$ cat src/rtl/arb_pkg.sv
package arb_pkg;
  localparam int unsigned AD_W_DEF  = 64;
  localparam int unsigned CMD_W_DEF = 3;
  localparam int unsigned BE_W_DEF  = 8;
  localparam int unsigned DEV_W_DEF = 16;
  localparam int unsigned CRJ_W_DEF = 2;
  // Command encoding driven while the bus is parked
  localparam logic [CMD_W_DEF-1:0] CMD_PARK = 3'b111;
endpackage

$ cat src/rtl/rr_core.sv
module rr_core #(
  parameter int unsigned N = 4
) (
  input  logic         clk,
  input  logic         rst,
  input  logic [N-1:0] req,
  input  logic         allow,
  output logic [N-1:0] gnt,
  output logic [N-1:0] gnt_nxt
);
  localparam int unsigned IW = (N > 1) ? $clog2(N) : 1;
  localparam logic [IW-1:0] LAST = IW'(N - 1);

  logic [N-1:0]  gnt_q;
  logic [IW-1:0] ptr_q;
  logic [IW-1:0] pick_idx;
  logic          pick_vld;
  logic          held;

  assign held = |(gnt_q & req);

  // search upward from the pointer, wrapping; lowest distance wins
  always_comb begin
    pick_vld = 1'b0;
    pick_idx = '0;
    for (int k = N - 1; k >= 0; k--) begin
      if (req[(int'(ptr_q) + k) % N]) begin
        pick_vld = 1'b1;
        pick_idx = IW'((int'(ptr_q) + k) % N);
      end
    end
  end

  always_comb begin
    if (held)                      gnt_nxt = gnt_q;
    else if (allow && pick_vld)    gnt_nxt = N'(1) << pick_idx;
    else                           gnt_nxt = '0;
  end

  always_ff @(posedge clk) begin
    if (rst) begin
      gnt_q <= '0;
      ptr_q <= '0;
    end else begin
      gnt_q <= gnt_nxt;
      if (!held && allow && pick_vld)
        ptr_q <= (pick_idx == LAST) ? '0 : pick_idx + 1'b1;
    end
  end

  assign gnt = gnt_q;

  AST_GNT_ONEHOT: assert property (@(posedge clk) disable iff (rst)
    $onehot0(gnt_q));
  AST_GNT_TO_REQ: assert property (@(posedge clk) disable iff (rst)
    (|gnt_q) |-> (|(gnt_q & $past(req))));
  AST_OWNER_HOLD: assert property (@(posedge clk) disable iff (rst)
    (|(gnt_q & req)) |=> (gnt_q == $past(gnt_q)));
  AST_OWNER_RELEASE: assert property (@(posedge clk) disable iff (rst)
    ((|gnt_q) && !(|(gnt_q & req))) |=> ((gnt_q & $past(gnt_q)) == '0));
endmodule

$ cat src/rtl/idle_park.sv
module idle_park #(
  parameter int unsigned AD_W  = arb_pkg::AD_W_DEF,
  parameter int unsigned CMD_W = arb_pkg::CMD_W_DEF,
  parameter int unsigned BE_W  = arb_pkg::BE_W_DEF,
  parameter int unsigned DEV_W = arb_pkg::DEV_W_DEF,
  parameter int unsigned CRJ_W = arb_pkg::CRJ_W_DEF,
  parameter logic [CMD_W-1:0] PARK_CMD = arb_pkg::CMD_PARK
) (
  input  logic             clk,
  input  logic             rst,
  input  logic             idle_nxt,
  input  logic [AD_W-1:0]  bus_ad,
  output logic             idle_sel,
  output logic [CMD_W-1:0] cmd,
  output logic [BE_W-1:0]  be,
  output logic [AD_W-1:0]  ad,
  output logic [DEV_W-1:0] dev,
  output logic [CRJ_W-1:0] crj
);
  logic             idle_q;
  logic [CMD_W-1:0] cmd_q;
  logic [AD_W-1:0]  ad_q;
  logic [DEV_W-1:0] dev_q;

  always_ff @(posedge clk) begin
    if (rst) begin
      idle_q <= 1'b1;
      cmd_q  <= PARK_CMD;
      ad_q   <= '0;
      dev_q  <= '1;
    end else begin
      idle_q <= idle_nxt;
      cmd_q  <= idle_nxt ? PARK_CMD : '0;
      dev_q  <= idle_nxt ? '1 : '0;
      // entering idle: take the owner's last value; staying idle: hold
      if (!idle_nxt)   ad_q <= '0;
      else if (!idle_q) ad_q <= bus_ad;
    end
  end

  assign idle_sel = idle_q;
  assign cmd      = cmd_q;
  assign ad       = ad_q;
  assign dev      = dev_q;
  assign be       = '0;
  assign crj      = '0;

  AST_AD_CAPTURE: assert property (@(posedge clk) disable iff (rst)
    (!idle_q && idle_nxt) |=> (ad_q == $past(bus_ad)));
  AST_AD_HOLD: assert property (@(posedge clk) disable iff (rst)
    (idle_q && $past(idle_q)) |-> $stable(ad_q));
  AST_PARK_OFF: assert property (@(posedge clk) disable iff (rst)
    !idle_q |-> (ad_q == '0 && dev_q == '0));
endmodule

$ cat src/rtl/local_arb.sv
module local_arb #(
  parameter int unsigned N_LOC = 2
) (
  input  logic             clk,
  input  logic             rst,
  input  logic             gbl_req,
  input  logic [N_LOC-1:0] loc_req,
  output logic             gbl_gnt,
  output logic [N_LOC-1:0] loc_gnt
);
  logic [N_LOC-1:0] loc_nxt;
  logic             g_q;

  // local requesters may only start when the global side is not asking
  rr_core #(.N(N_LOC)) u_loc_rr (
    .clk     (clk),
    .rst     (rst),
    .req     (loc_req),
    .allow   (~gbl_req),
    .gnt     (loc_gnt),
    .gnt_nxt (loc_nxt)
  );

  always_ff @(posedge clk) begin
    if (rst) g_q <= 1'b0;
    else     g_q <= gbl_req & ~(|loc_nxt);
  end

  assign gbl_gnt = g_q;

  AST_LB_EXCL: assert property (@(posedge clk) disable iff (rst)
    !(g_q && (|loc_gnt)));
  AST_GBL_WINS: assert property (@(posedge clk) disable iff (rst)
    (gbl_req && !(|(loc_gnt & loc_req))) |=> g_q);
  AST_NO_PREEMPT: assert property (@(posedge clk) disable iff (rst)
    (|(loc_gnt & loc_req)) |=> !g_q);
endmodule

$ cat src/rtl/bus_arbiter_idle.sv
module bus_arbiter_idle #(
  parameter int unsigned N_MST = 4,
  parameter int unsigned N_LOC = 2,
  parameter int unsigned AD_W  = arb_pkg::AD_W_DEF,
  parameter int unsigned CMD_W = arb_pkg::CMD_W_DEF,
  parameter int unsigned BE_W  = arb_pkg::BE_W_DEF,
  parameter int unsigned DEV_W = arb_pkg::DEV_W_DEF,
  parameter int unsigned CRJ_W = arb_pkg::CRJ_W_DEF
) (
  input  logic             clk,
  input  logic             rst,
  input  logic [N_MST-1:0] mst_req,
  output logic [N_MST-1:0] mst_gnt,
  output logic             idle_sel,
  input  logic [AD_W-1:0]  bus_ad_in,
  output logic [CMD_W-1:0] idle_cmd,
  output logic [BE_W-1:0]  idle_be,
  output logic [AD_W-1:0]  idle_ad,
  output logic [DEV_W-1:0] idle_dev,
  output logic [CRJ_W-1:0] idle_crj,
  input  logic             lb_gbl_req,
  input  logic [N_LOC-1:0] lb_loc_req,
  output logic             lb_gbl_gnt,
  output logic [N_LOC-1:0] lb_loc_gnt
);
  logic [N_MST-1:0] gnt_nxt;

  rr_core #(.N(N_MST)) u_main_rr (
    .clk     (clk),
    .rst     (rst),
    .req     (mst_req),
    .allow   (1'b1),
    .gnt     (mst_gnt),
    .gnt_nxt (gnt_nxt)
  );

  idle_park #(
    .AD_W(AD_W), .CMD_W(CMD_W), .BE_W(BE_W), .DEV_W(DEV_W), .CRJ_W(CRJ_W),
    .PARK_CMD(CMD_W'(arb_pkg::CMD_PARK))
  ) u_park (
    .clk      (clk),
    .rst      (rst),
    .idle_nxt (~(|gnt_nxt)),
    .bus_ad   (bus_ad_in),
    .idle_sel (idle_sel),
    .cmd      (idle_cmd),
    .be       (idle_be),
    .ad       (idle_ad),
    .dev      (idle_dev),
    .crj      (idle_crj)
  );

  local_arb #(.N_LOC(N_LOC)) u_local (
    .clk     (clk),
    .rst     (rst),
    .gbl_req (lb_gbl_req),
    .loc_req (lb_loc_req),
    .gbl_gnt (lb_gbl_gnt),
    .loc_gnt (lb_loc_gnt)
  );

  AST_IDLE_MATCH: assert property (@(posedge clk) disable iff (rst)
    idle_sel == ($countones(mst_gnt) == 0));
  AST_PARK_FIELDS: assert property (@(posedge clk) disable iff (rst)
    idle_sel |-> (idle_dev == '1 && idle_crj == '0 && idle_be == '0));
endmodule

$ cat config.mk
export PLATFORM = sky130hd
export DESIGN_NAME = bus_arbiter_idle
export DESIGN_NICKNAME = d
export VERILOG_FILES = /design/src/rtl/arb_pkg.sv /design/src/rtl/rr_core.sv /design/src/rtl/idle_park.sv /design/src/rtl/local_arb.sv /design/src/rtl/bus_arbiter_idle.sv
export SDC_FILE = /design/constraint.sdc
export NUM_CORES = 1
export LEC_CHECK = 0
export ABC_CLOCK_PERIOD_IN_PS = 3050
export BUFFER_PORTS_ARGS = -buffer_cell sky130_fd_sc_hd__buf_4
export CORE_MARGIN = 5
export CORE_UTILIZATION = 35
export CTS_BUF_LIST = sky130_fd_sc_hd__clkbuf_16
export DETAILED_ROUTE_END_ITERATION = 16
export PLACE_DENSITY = 0.73
export SLEW_MARGIN = 10
export SYNTH_ARGS = -nofsm -noshare
export SYNTH_HDL_FRONTEND = slang
export SYNTH_SLANG_ARGS = --single-unit
export TNS_END_PERCENT = 5
$ cat constraint.sdc
create_clock -name clk -period 3.05 [get_ports clk]
set_input_delay 0.61 -clock clk [delete_from_list [all_inputs] [get_ports clk]]
set_output_delay 0.61 -clock clk [all_outputs]
set_load 0.03 [all_outputs]
==> key figures, run 1 <==
Status
  – Outcome: finished, final reports clean

Floorplan
  – Core area: 0.01018 sq mm
  – DIE AREA: 0.01248 sq mm
  – Die Ht: 111.7 um
  – Row count: 37
  – Total I/O pin count: 174
  – Initial core utilization: 35.54%
  – DIE WIDTH: 111.7 um

Clock tree
  – Setup bufs post-CTS: 0
  – CTS resizes: 0
  – H-tree Lvls: 3
  – Clock Sinks: 75
  – Clock transition at the registers of the reported paths: 0.06 ns
  – CTS Hold Bufs: 0
  – Clock buffer depth: 2
  – Cts bufs inserted: 9
  – Insertion delay of the later-clocked pin in the worst-skew pair: 0.32 ns
  – CTS Root Cell: clkbuf_16
  – CTS tree: built

Synth
  – Syn_area_per_cell: 11.49 sq um
  – Simple-Gate Fraction of Synth Area: 23.44%
  – Seq cells post-synth: 75
  – Mapped Area: 0.003620 sq mm
  – Post-synthesis xor/xnor area fraction: 0%
  – Largest family of logic cells by synthesized area: simple AND/OR/NAND/NOR gates
  – Sequential area share after synthesis: 41.48%
  – Mux cell area share after synthesis: 17.70%
  – Post-synthesis adder-cell area fraction: 1.383%
  – Synth warn: 0
  – Yosys cell types: 35
  – Synth Area in Compound Gates: 4.459%
  – Syn Inst Count: 315

Timing
  – Hold slack: 0.4843 ns
  – RSZ-0062 raised after global routing: false
  – Fmax: 0.3967 GHz
  – Setup tns final: 0 ns
  – Period utilization: 82.66%
  – Final Hold Viols: 0
  – Setup Skew: 0.006565 ns
  – Max Slew Vio Count: 0
  – Period minus WS final: 2.521 ns
  – Final setup fails: 0

Layout
  – Antenna Cells: 0
  – Most frequent cells in the layout: buf_4, dfxtp_1, mux2i_1
  – Utilization after layout: 49.90%
  – Layout net count: 533
  – Most common cell after layout, fill and taps aside: buf_4
  – Layout fillers: 951
  – Layout Area Growth over Synthesis: 40.41%
  – Share of cells above drive strength 1: 53.58%

Worst setup path
  – Critical Path AT: 2.78 ns
  – CP cell instances: buf_4 -> inv_1 -> o221ai_1 -> a21oi_1 -> inv_1 -> ha_1 -> nor4_1 -> o211ai_1 -> or2_4 -> buf_12 -> nor2_4
  – Most used cell, CP: inv_1
  – Slowest cell delay on critical path: 0.33 ns
  – Setup CP Type: input port to flop
  – CP required: 3.31 ns
  – Worst Setup SP: mst_req[2]
  – Reg2Reg Depth: 9
  – Delay-heaviest family, CP: simple AND/OR/NAND/NOR gates
  – Reg-to-Reg End: u_park.ad[20]
  – CP max-delay cell: a21oi_1
  – Critical path fanouts, max: 36
  – WP buf/inv: 4
  – R2r startpoint: u_main_rr.ptr_q[1]
  – Startpoint Class: input port
  – R2R Setup Slk: 0.54 ns
  – Crit end category: flop

Worst hold path
  – Worst hold start: u_main_rr.gnt[1]
  – Worst hold path endpoint: u_main_rr.gnt[1]
  – Worst hold path class: flop to flop
  – Hold depth: 2

Drt
  – Highest routed layer: met4
  – Iter 0 DRT Violations: 126
  – Post-route ant nets: 0
  – DRT Wirelength: 7.792 mm
  – Drt first pass iters: 4
  – WL met2: 3.931 mm
  – WL met3: 587 um
  – Routed len/inst: 13.05 um
  – DR vias/cell: 4.358
  – Wl on met1: 3.135 mm
  – Via Count: 2602
  – # DRC: 0

GRT
  – First-pass GRT wire length: 12.85 mm
  – Largest net degree at the start of global routing: 37
  – Grt ovf: 0
  – Initial antenna violation count: 0
  – Gr usage total: 12.38%
  – Vias in the first global route: 2622

Placed design
  – Routability Congestion: 0.8130
  – PortBufs: 163
  – Final HPWL from detailed placement: 5.965 mm

Power and ir drop
  – PD cells: 808.4 mW/mm^2
  – Leak: 0.002338 uW
  – Peak supply drop: 430.5 uV

Job
  – Max-cap violations: 0
-- cell usage after synthesis, drive strengths merged --
cell / n / area share, %
a221oi: 1 / 0.24
nor3: 2 / 0.28
a22oi: 2 / 0.69
or4: 1 / 0.21
dfxtp: 75 / 41
clkbuf: 9 / 0.93
conb: 1 / 0.10
ha: 4 / 1.4
o22ai: 2 / 0.35
o21ai: 1 / 0.14
o22a: 1 / 0.24
nor4: 2 / 0.52
nand2: 8 / 0.83
a211oi: 1 / 0.21
nor4b: 1 / 0.24
or2b: 1 / 0.21
buf: 37 / 9.8
o211ai: 1 / 0.21
nor2: 68 / 19
inv: 7 / 0.73
nand3: 7 / 0.97
nand2b: 1 / 0.17
a21oi: 11 / 1.5
or3: 1 / 0.17
o221ai: 2 / 0.48
a31oi: 1 / 0.17
mux2i: 64 / 18
a21boi: 1 / 0.21
or2: 1 / 0.17
and2: 1 / 0.17
-- final cells by class --
class / count / area [sq um] / area share [%]
Multi-Input combinational cell: 196 / 1740 / 34.24
Clock buffer: 10 / 250.2 / 4.924
Timing Repair Buffer: 167 / 1279 / 25.16
Inverter: 7 / 26.28 / 0.5170
Tap cell: 136 / 170.2 / 3.348
Clock inverter: 6 / 111.4 / 2.191
Sequential cell: 75 / 1505 / 29.62
-- per-layer routing --
layer / vias to the layer above / track usage (%)
li1: 1309 / -
met1: 1190 / 14.78
met2: 92 / 20.62
met3: 11 / 4.674
met4: 0 / 3.893
met5: - / 0
-- cell families after synthesis --
logic type	after synthesis
mux	64
buf+inv	53
flops	75
simple gates	94
compound gates	24
fa+ha+maj	4
other cells	1
-- tightest hold or removal path: stages, from the launching register on --
cell,delay [ns]
dfxtp_1,0.33
nand2_1,0.06
a21oi_1,0.05
-- power by group --
| part | total [uW] | switching (uW) | leakage (uW) | internal, uW |
|---|---|---|---|---|
| sequential | 1210 | 116 | 0.000609 | 1090 |
| clock | 1250 | 401 | 0.000179 | 849 |
| combinational | 1650 | 1030 | 0.00155 | 622 |
| total | 4110 | 1540 | 0.00234 | 2560 |
-- through the flow --
stage	instance area [sq um]	power, uW	setup slack, ns	std cells
5_1_grt	5082	4322	0.3709	597
2_1_floorplan	3654	2614	0.6290	324
4_1_cts	5082	4176	0.5805	597
6_report	5082	4108	0.5290	597
3_3_place_gp	4721	2871	0.3689	581
3_5_place_dp	4721	2902	0.2358	581
-- how the worst max path moves through the flow --
stage / to / slack [ns] / cells after the start
floorplan: u_park.ad[0] / 0.63 / 11
global placement: u_park.ad[24] / 0.37 / 11
detailed placement: u_park.ad[45] / 0.24 / 11
CTS: u_park.ad[45] / 0.58 / 11
global route: u_park.ad[45] / 0.37 / 11
finish: u_park.ad[20] / 0.53 / 11
-- state kept, by name (all words and copies together), names as in the netlist --
register	flops
u_local.gbl_gnt	1
u_local.u_loc_rr.gnt	2
u_local.u_loc_rr.ptr_q	1
u_main_rr.gnt	4
u_main_rr.ptr_q	2
u_park.ad	64
u_park.dev	1
Note: power is estimated with default switching activity, not from simulation.
==> run 2: changes to the inputs <==
--- a/config.mk
+++ b/config.mk
@@ -5,7 +5,7 @@
 export SDC_FILE = /design/constraint.sdc
 export NUM_CORES = 1
 export LEC_CHECK = 0
-export ABC_CLOCK_PERIOD_IN_PS = 3050
+export ABC_CLOCK_PERIOD_IN_PS = 2320
 export BUFFER_PORTS_ARGS = -buffer_cell sky130_fd_sc_hd__buf_4
 export CORE_MARGIN = 5
 export CORE_UTILIZATION = 35
==> constraint.sdc (replaced) <==
create_clock -name clk -period 2.32 [get_ports clk]
set_input_delay 0.464 -clock clk [delete_from_list [all_inputs] [get_ports clk]]
set_output_delay 0.464 -clock clk [all_outputs]
set_load 0.03 [all_outputs]
==> run 2 against run 1 <==
  * Clock skew fell by 0.0010 ns
  * Largest cell class unchanged
  * Critical endpoint is now u_park.ad[17]
  * Critical path type is now flop to flop
  * Worst setup slack got worse by 0.40 ns
  * Worst hold slack got worse by 0.10 ns
  * Power rose by 34%
  * Register-to-register slack got worse by 0.41 ns
==> key figures, run 2 (same netlist as run 1, synthesis figures left out) <==
Drt
  – Routed len/inst: 13.88 um
  – DRT Wirelength: 8.525 mm
  – # DRC: 0
  – Drt first pass iters: 4
  – Post-route ant nets: 0
  – Via Count: 2655
  – DR vias/cell: 4.324
  – Iter 0 DRT Violations: 95

Worst setup path
  – CP cell instances: a21oi_2 -> nor2_1 -> nor2_2 -> o22a_1 -> ha_2 -> nor4_2 -> o211ai_1 -> or2_4 -> clkbuf_16 -> nor2_4
  – Critical Path AT: 2.45 ns
  – Crit end category: flop
  – Slowest cell delay on critical path: 0.37 ns
  – CP required: 2.58 ns
  – Critical path fanouts, max: 8
  – Setup CP Type: flop to flop
  – Startpoint Class: flop
  – Worst Setup SP: u_main_rr.ptr_q[1]
  – Reg2Reg Depth: 10
  – Reg-to-Reg End: u_park.ad[17]
  – R2r startpoint: u_main_rr.ptr_q[1]
  – CP max-delay cell: dfxtp_4
  – R2R Setup Slk: 0.13 ns

Placed design
  – Pre-CTS setup slack: -0.1318 ns
  – PortBufs: 163
  – Routability Congestion: 0.8472
  – Final HPWL from detailed placement: 6.202 mm

Timing
  – Setup tns final: 0 ns
  – Period utilization: 94.39%
  – Final Hold Viols: 0
  – Setup Skew: 0.005537 ns
  – Period minus WS final: 2.190 ns
  – Max Slew Vio Count: 0
  – Setup ws final: 0.1302 ns
  – Fmax: 0.4567 GHz
  – Final setup fails: 0

GRT
  – Grt met1 use: 15.04%
  – Grt ovf: 0
  – First-pass GRT wire length: 13.01 mm
  – Vias in the first global route: 2650
  – Initial antenna violation count: 0
  – Gr usage total: 12.59%
  – GRT Max-Usage Layer: met2
  – Grt met2 use: 21.62%
  – Largest net degree at the start of global routing: 57
  – GRT met3 Usage: 4.620%

Status
  – Outcome: finished, final reports clean

Clock tree
  – Insertion delay of the later-clocked pin in the worst-skew pair: 0.32 ns
  – Cts bufs inserted: 9
  – CTS Root Cell: clkbuf_16
  – Clock Sinks: 75
  – CTS tree: built
  – Clock buffer depth: 2
  – H-tree Lvls: 3
  – CTS Hold Bufs: 0
  – Clock transition at the registers of the reported paths: 0.06 ns

Layout
  – Most frequent cells in the layout: buf_4, dfxtp_1, mux2i_1
  – Antenna Cells: 0
  – Layout net count: 550
  – Layout Area Growth over Synthesis: 46.84%
  – Most common cell after layout, fill and taps aside: buf_4
  – Share of cells above drive strength 1: 57.11%
  – Multi-input logic area: 0.001783 sq mm
  – Max FFs per register: 64
  – Layout fillers: 910
  – FF/Latch Area: 0.001510 sq mm

Power and ir drop
  – Comb power frac: 45.5%
  – Switch share: 38.28%
  – Sequential power share: 28.0%
  – Clock share of power: 26.5%
  – Peak supply drop: 470.8 uV
  – Sw Pwr: 2112 uW
  – Leak: 0.002448 uW
  – PD cells: 1038 mW/mm^2
  – Internal: 3405 uW

Floorplan
  – Row count: 37
  – Initial core utilization: 35.54%
  – Core area: 0.01018 sq mm
  – Total I/O pin count: 174
  – DIE WIDTH: 111.7 um
  – DIE AREA: 0.01248 sq mm
  – Die Ht: 111.7 um

Job
  – Max-cap violations: 0

Worst hold path
  – Hold depth: 3
  – Worst hold start: bus_ad_in[46]
  – Worst hold path class: input port to flop
  – Worst hold path endpoint: u_park.ad[46]
==> run 2: cell types whose count changed in the layout (fill, tap and decap cells not counted), sizes merged <==
cell and delta:
buf +12, clkbuf +3, bufinv -1, clkinvlp +1, inv +1, or2 +1
==> run 2: critical path: cells and delay by family, from the launching register on <==
family	cells	cell delay, ns
fa+ha+maj	1	0.19
compound gates	3	0.46
flops	1	0.37
buf+inv	1	0.21
simple gates	5	0.88
==> run 2: what timing repair did <==
action | in CTS | in global routing
buffers inserted | 0 | 1
resized for setup | 0 | 15
endpoints found under the setup margin | 0 | 63
==> run 2: worst max path at each step <==
stage | slack, ns | end | depth (start not counted)
5_1_grt | -0.0004 | u_park.ad[39] | 10
3_5_place_dp | -0.13 | u_park.ad[17] | 11
4_1_cts | 0.09 | u_park.ad[35] | 10
3_3_place_gp | -0.06 | u_park.ad[21] | 11
6_report | 0.13 | u_park.ad[17] | 10
2_1_floorplan | 0.05 | u_park.ad[0] | 11
==> run 2: per-stage QoR <==
step / cell area, sq um / total power [uW] / hold slack, ns / cells / util [%]
final: 5315 / 5517 / 0.3828 / 614 / 52.19
after global routing: 5315 / 5818 / 0.3826 / 614 / 52.19
after detailed placement: 4801 / 3880 / 0.4795 / 590 / 47.14
after CTS: 5119 / 5371 / 0.3679 / 606 / 50.26
after global placement: 4801 / 3831 / 0.4718 / 590 / 47.14
after floorplan: 3654 / 3437 / 0.4870 / 324 / -
==> run 2: cell type report <==
cell class              count  share of cell area [%]
clock buffers               9                   4.237
flip-flops and latches     75                   28.41
repair buffers            183                   28.37
multi-input cells         197                   33.55
inverters                   7                  0.4944
clock inverters             7                   1.742
well taps                 136                   3.202
==> run 2: metal layers <==
metal | routed length (um) | vias to the layer above
met5 | 0 | -
met4 | 56 | 0
met3 | 501 | 4
met2 | 4540 | 81
met1 | 3426 | 1225
li1 | - | 1345
==> run 2: power groups by stage <==
stage               clock, uW  sequential, uW  combinational, uW
finish                   1460            1540               2510
global route             1590            1560               2670
CTS                      1520            1540               2310
detailed placement          0            1560               2320
global placement            0            1560               2270
floorplan                   0            1820               1620
==> run 3: changes to the inputs <==
--- a/config.mk
+++ b/config.mk
@@ -5,15 +5,17 @@
 export SDC_FILE = /design/constraint.sdc
 export NUM_CORES = 1
 export LEC_CHECK = 0
+export ABC_AREA = 1
 export ABC_CLOCK_PERIOD_IN_PS = 2320
 export BUFFER_PORTS_ARGS = -buffer_cell sky130_fd_sc_hd__buf_4
 export CORE_MARGIN = 5
 export CORE_UTILIZATION = 35
 export CTS_BUF_LIST = sky130_fd_sc_hd__clkbuf_16
 export DETAILED_ROUTE_END_ITERATION = 16
-export PLACE_DENSITY = 0.73
+export PLACE_DENSITY = 0.74
 export SLEW_MARGIN = 10
 export SYNTH_ARGS = -nofsm -noshare
 export SYNTH_HDL_FRONTEND = slang
+export SYNTH_HIERARCHICAL = 1
 export SYNTH_SLANG_ARGS = --single-unit
 export TNS_END_PERCENT = 5
==> run 3 against run 2 <==
  * Power is 50% higher
  * Critical endpoint is now u_park/ad[47]
  * Non-clock buffer count is 4 higher
  * Flip-flop and latch count stayed put
==> key figures, run 3 <==
Floorplan
  – Core area: 0.009639 sq mm
  – DIE WIDTH: 108.6 um
  – DIE AREA: 0.01180 sq mm
  – Row count: 36
  – Total I/O pin count: 174
  – Initial core utilization: 35.32%
  – Die Ht: 108.6 um

Clock tree
  – CTS Root Cell: clkbuf_16
  – Cts bufs inserted: 9
  – H-tree Lvls: 3
  – Clock buffer depth: 2
  – CTS tree: built
  – Insertion delay of the later-clocked pin in the worst-skew pair: 0.32 ns
  – Clock transition at the registers of the reported paths: 0.06 ns
  – Clock Sinks: 75

Layout
  – Most frequent cells in the layout: buf_4, nand2_1, dfxtp_1
  – Filler-free cell count of the finished design: 746
  – Max FFs per register: 64
  – Layout fillers: 930
  – Layout net count: 685
  – Layout Area Growth over Synthesis: 57.55%
  – Share of cells above drive strength 1: 51.55%
  – Most common cell after layout, fill and taps aside: buf_4
  – Antenna Cells: 0

GRT
  – First-pass GRT wire length: 13.88 mm
  – Initial antenna violation count: 0
  – Gr usage total: 14.57%
  – Grt ovf: 0
  – Vias in the first global route: 2996
  – Largest net degree at the start of global routing: 46

Timing
  – Final setup fails: 0
  – Period minus WS final: 2.288 ns
  – Setup Skew: 0.009361 ns
  – Max Slew Vio Count: 0
  – Setup tns final: 0 ns
  – Period utilization: 98.61%
  – Fmax: 0.4371 GHz
  – RSZ-0062 raised after global routing: true
  – Final Hold Viols: 0

Worst setup path
  – Critical path fanouts, max: 7
  – Setup CP Type: flop to flop
  – CP required: 2.57 ns
  – CP cell instances: inv_8 -> nand2_2 -> nand2_2 -> nand2_2 -> nand2_2 -> o21ai_2 -> nand2_1 -> nand2_2 -> inv_2 -> ha_4 -> nand3_2 -> nand2_1 -> inv_1 -> nand2_2 -> nor2_4 -> nand2_4 -> clkbuf_16 -> a21oi_2
  – Critical Path AT: 2.54 ns
  – CP max-delay cell: dfxtp_4
  – Slowest cell delay on critical path: 0.41 ns
  – Most used cell, CP: nand2_2
  – Crit end category: flop
  – Startpoint Class: flop

Synth
  – Synth Flop Type: dfxtp_1
  – Seq cells post-synth: 75
  – Mapped Area: 0.003405 sq mm
  – Syn_area_per_cell: 7.582 sq um
  – Yosys cell types: 27
  – Most common cell in the netlist: nand2_1
  – Post-synth EDFFs: 0
  – Synth warn: 6
  – Synth cell count leaders: nand2_1, dfxtp_1, a21oi_1
  – Sequential area share after synthesis: 44.10%
  – Synth async-reset ratio: 0%
  – Syn Inst Count: 449
  – Area contributors post-synth: dfxtp_1, nand2_1, a21oi_1
  – Share of the synthesized area in the top cell type: 44.10%
  – Yosys top cell by area: dfxtp_1

Power and ir drop
  – Internal: 4422 uW
  – Comb power frac: 61.0%
  – PD cells: 1548 mW/mm^2
  – Peak supply drop: 521.0 uV
  – Leak: 0.002451 uW
  – Sw Pwr: 3881 uW
  – Sequential power share: 23.9%
  – Clock share of power: 15.1%
  – Switch share: 46.74%

Drt
  – # DRC: 0
  – Post-route ant nets: 0
  – Drt first pass iters: 4
  – DRT Wirelength: 10.28 mm
  – DR vias/cell: 4.542
  – Via Count: 3388
  – Routed len/inst: 13.78 um
  – Iter 0 DRT Violations: 194

Placed design
  – Final HPWL from detailed placement: 6.798 mm
  – Routability Congestion: 0.8117
  – PortBufs: 163
  – Placed Cells: 718

Status
  – Outcome: finished, final reports clean

Worst hold path
  – Worst hold path class: input port to flop

Job
  – Max-cap violations: 0
[run 3: cell count changes after synthesis, moves of 8 or more]
cell,previous run,this run
nand2_1,8,179
mux2i_1,64,0
nor2_4,60,2
a21oi_1,11,57
inv_1,7,25
a21oi_2,0,16
buf_6,1,9
clkbuf_1,9,1
nand2_2,0,8
[run 3: metrics by stage]
| stage | utilization, % | worst slack, ns | total power, uW | instance area [sq um] | hold WS (ns) |
|---|---|---|---|---|---|
| after CTS | 50.53 | 0.01137 | 7257 | 4871 | 0.3832 |
| after global placement | 47.72 | -0.01317 | 5892 | 4599 | 0.4448 |
| after detailed placement | 47.72 | -0.1085 | 5972 | 4599 | 0.4489 |
| after global routing | 55.65 | -0.1491 | 8799 | 5364 | 0.3804 |
| final | 55.65 | 0.03232 | 8303 | 5364 | 0.3899 |
| after floorplan | - | 0.1501 | 4805 | 3438 | 0.4417 |
[run 3: area by class of cell]
cell class                 count  area [sq um]  share of cell area, %
sequential                    75          1508                  28.11
clock inverter                 7         45.04                 0.8397
multi-input combinational    307          1740                  32.45
clock buffer                   9         225.2                  4.199
timing repair buffer         187          1567                  29.20
tap                          133         166.4                  3.102
inverter                      28         112.6                  2.099
[run 3: power groups by stage]
stage,Clock (uW),Combinational [uW],Sequential (uW)
finish,1260,5060,1980
global route,1360,5390,2050
CTS,1290,4000,1970
detailed placement,0,3990,1990
global placement,0,3920,1970
floorplan,0,2130,2670
[run 3: metal layers]
metal  vias to the layer above  wire length, um  GRT usage (%)
li1                       1687                -              -
met1                      1592             4125          17.13
met2                       101             5379          25.60
met3                         8              681          4.026
met4                         0               91          4.779
met5                         -                0              0
[run 3: repair_timing]
item	CTS	global route
hold buffers	0	0
resized for setup	1	84
gates cloned	0	9
setup buffers	0	3
setup endpoints to repair	57	65
pin swaps	0	17
[run 3: worst paths after layout]
path,from,endpoint,slack [ns],depth (start not counted)
setup reg to reg,u_main_rr/ptr_q[0],u_park/ad[47],0.03,18
hold / removal,bus_ad_in[40],u_park/ad[40],0.39,3
hold reg to reg,u_park/ad[40],u_park/ad[40],0.46,2
setup / recovery,u_main_rr/ptr_q[0],u_park/ad[47],0.03,18
[run 3: cell families after synthesis]
family | share of synthesized area, %
compound gates | 13.05
fa+ha+maj | 1.470
buf+inv | 14.26
flops | 44.10
other cells | 0.2206
simple gates | 26.90
[run 3: worst max-delay path: cells and delay by family, from the launching register on]
| kind | cells | cell delay (ns) |
|---|---|---|
| fa+ha+maj | 1 | 0.16 |
| buf+inv | 4 | 0.40 |
| compound gates | 2 | 0.22 |
| flops | 1 | 0.41 |
| simple gates | 11 | 1.02 |
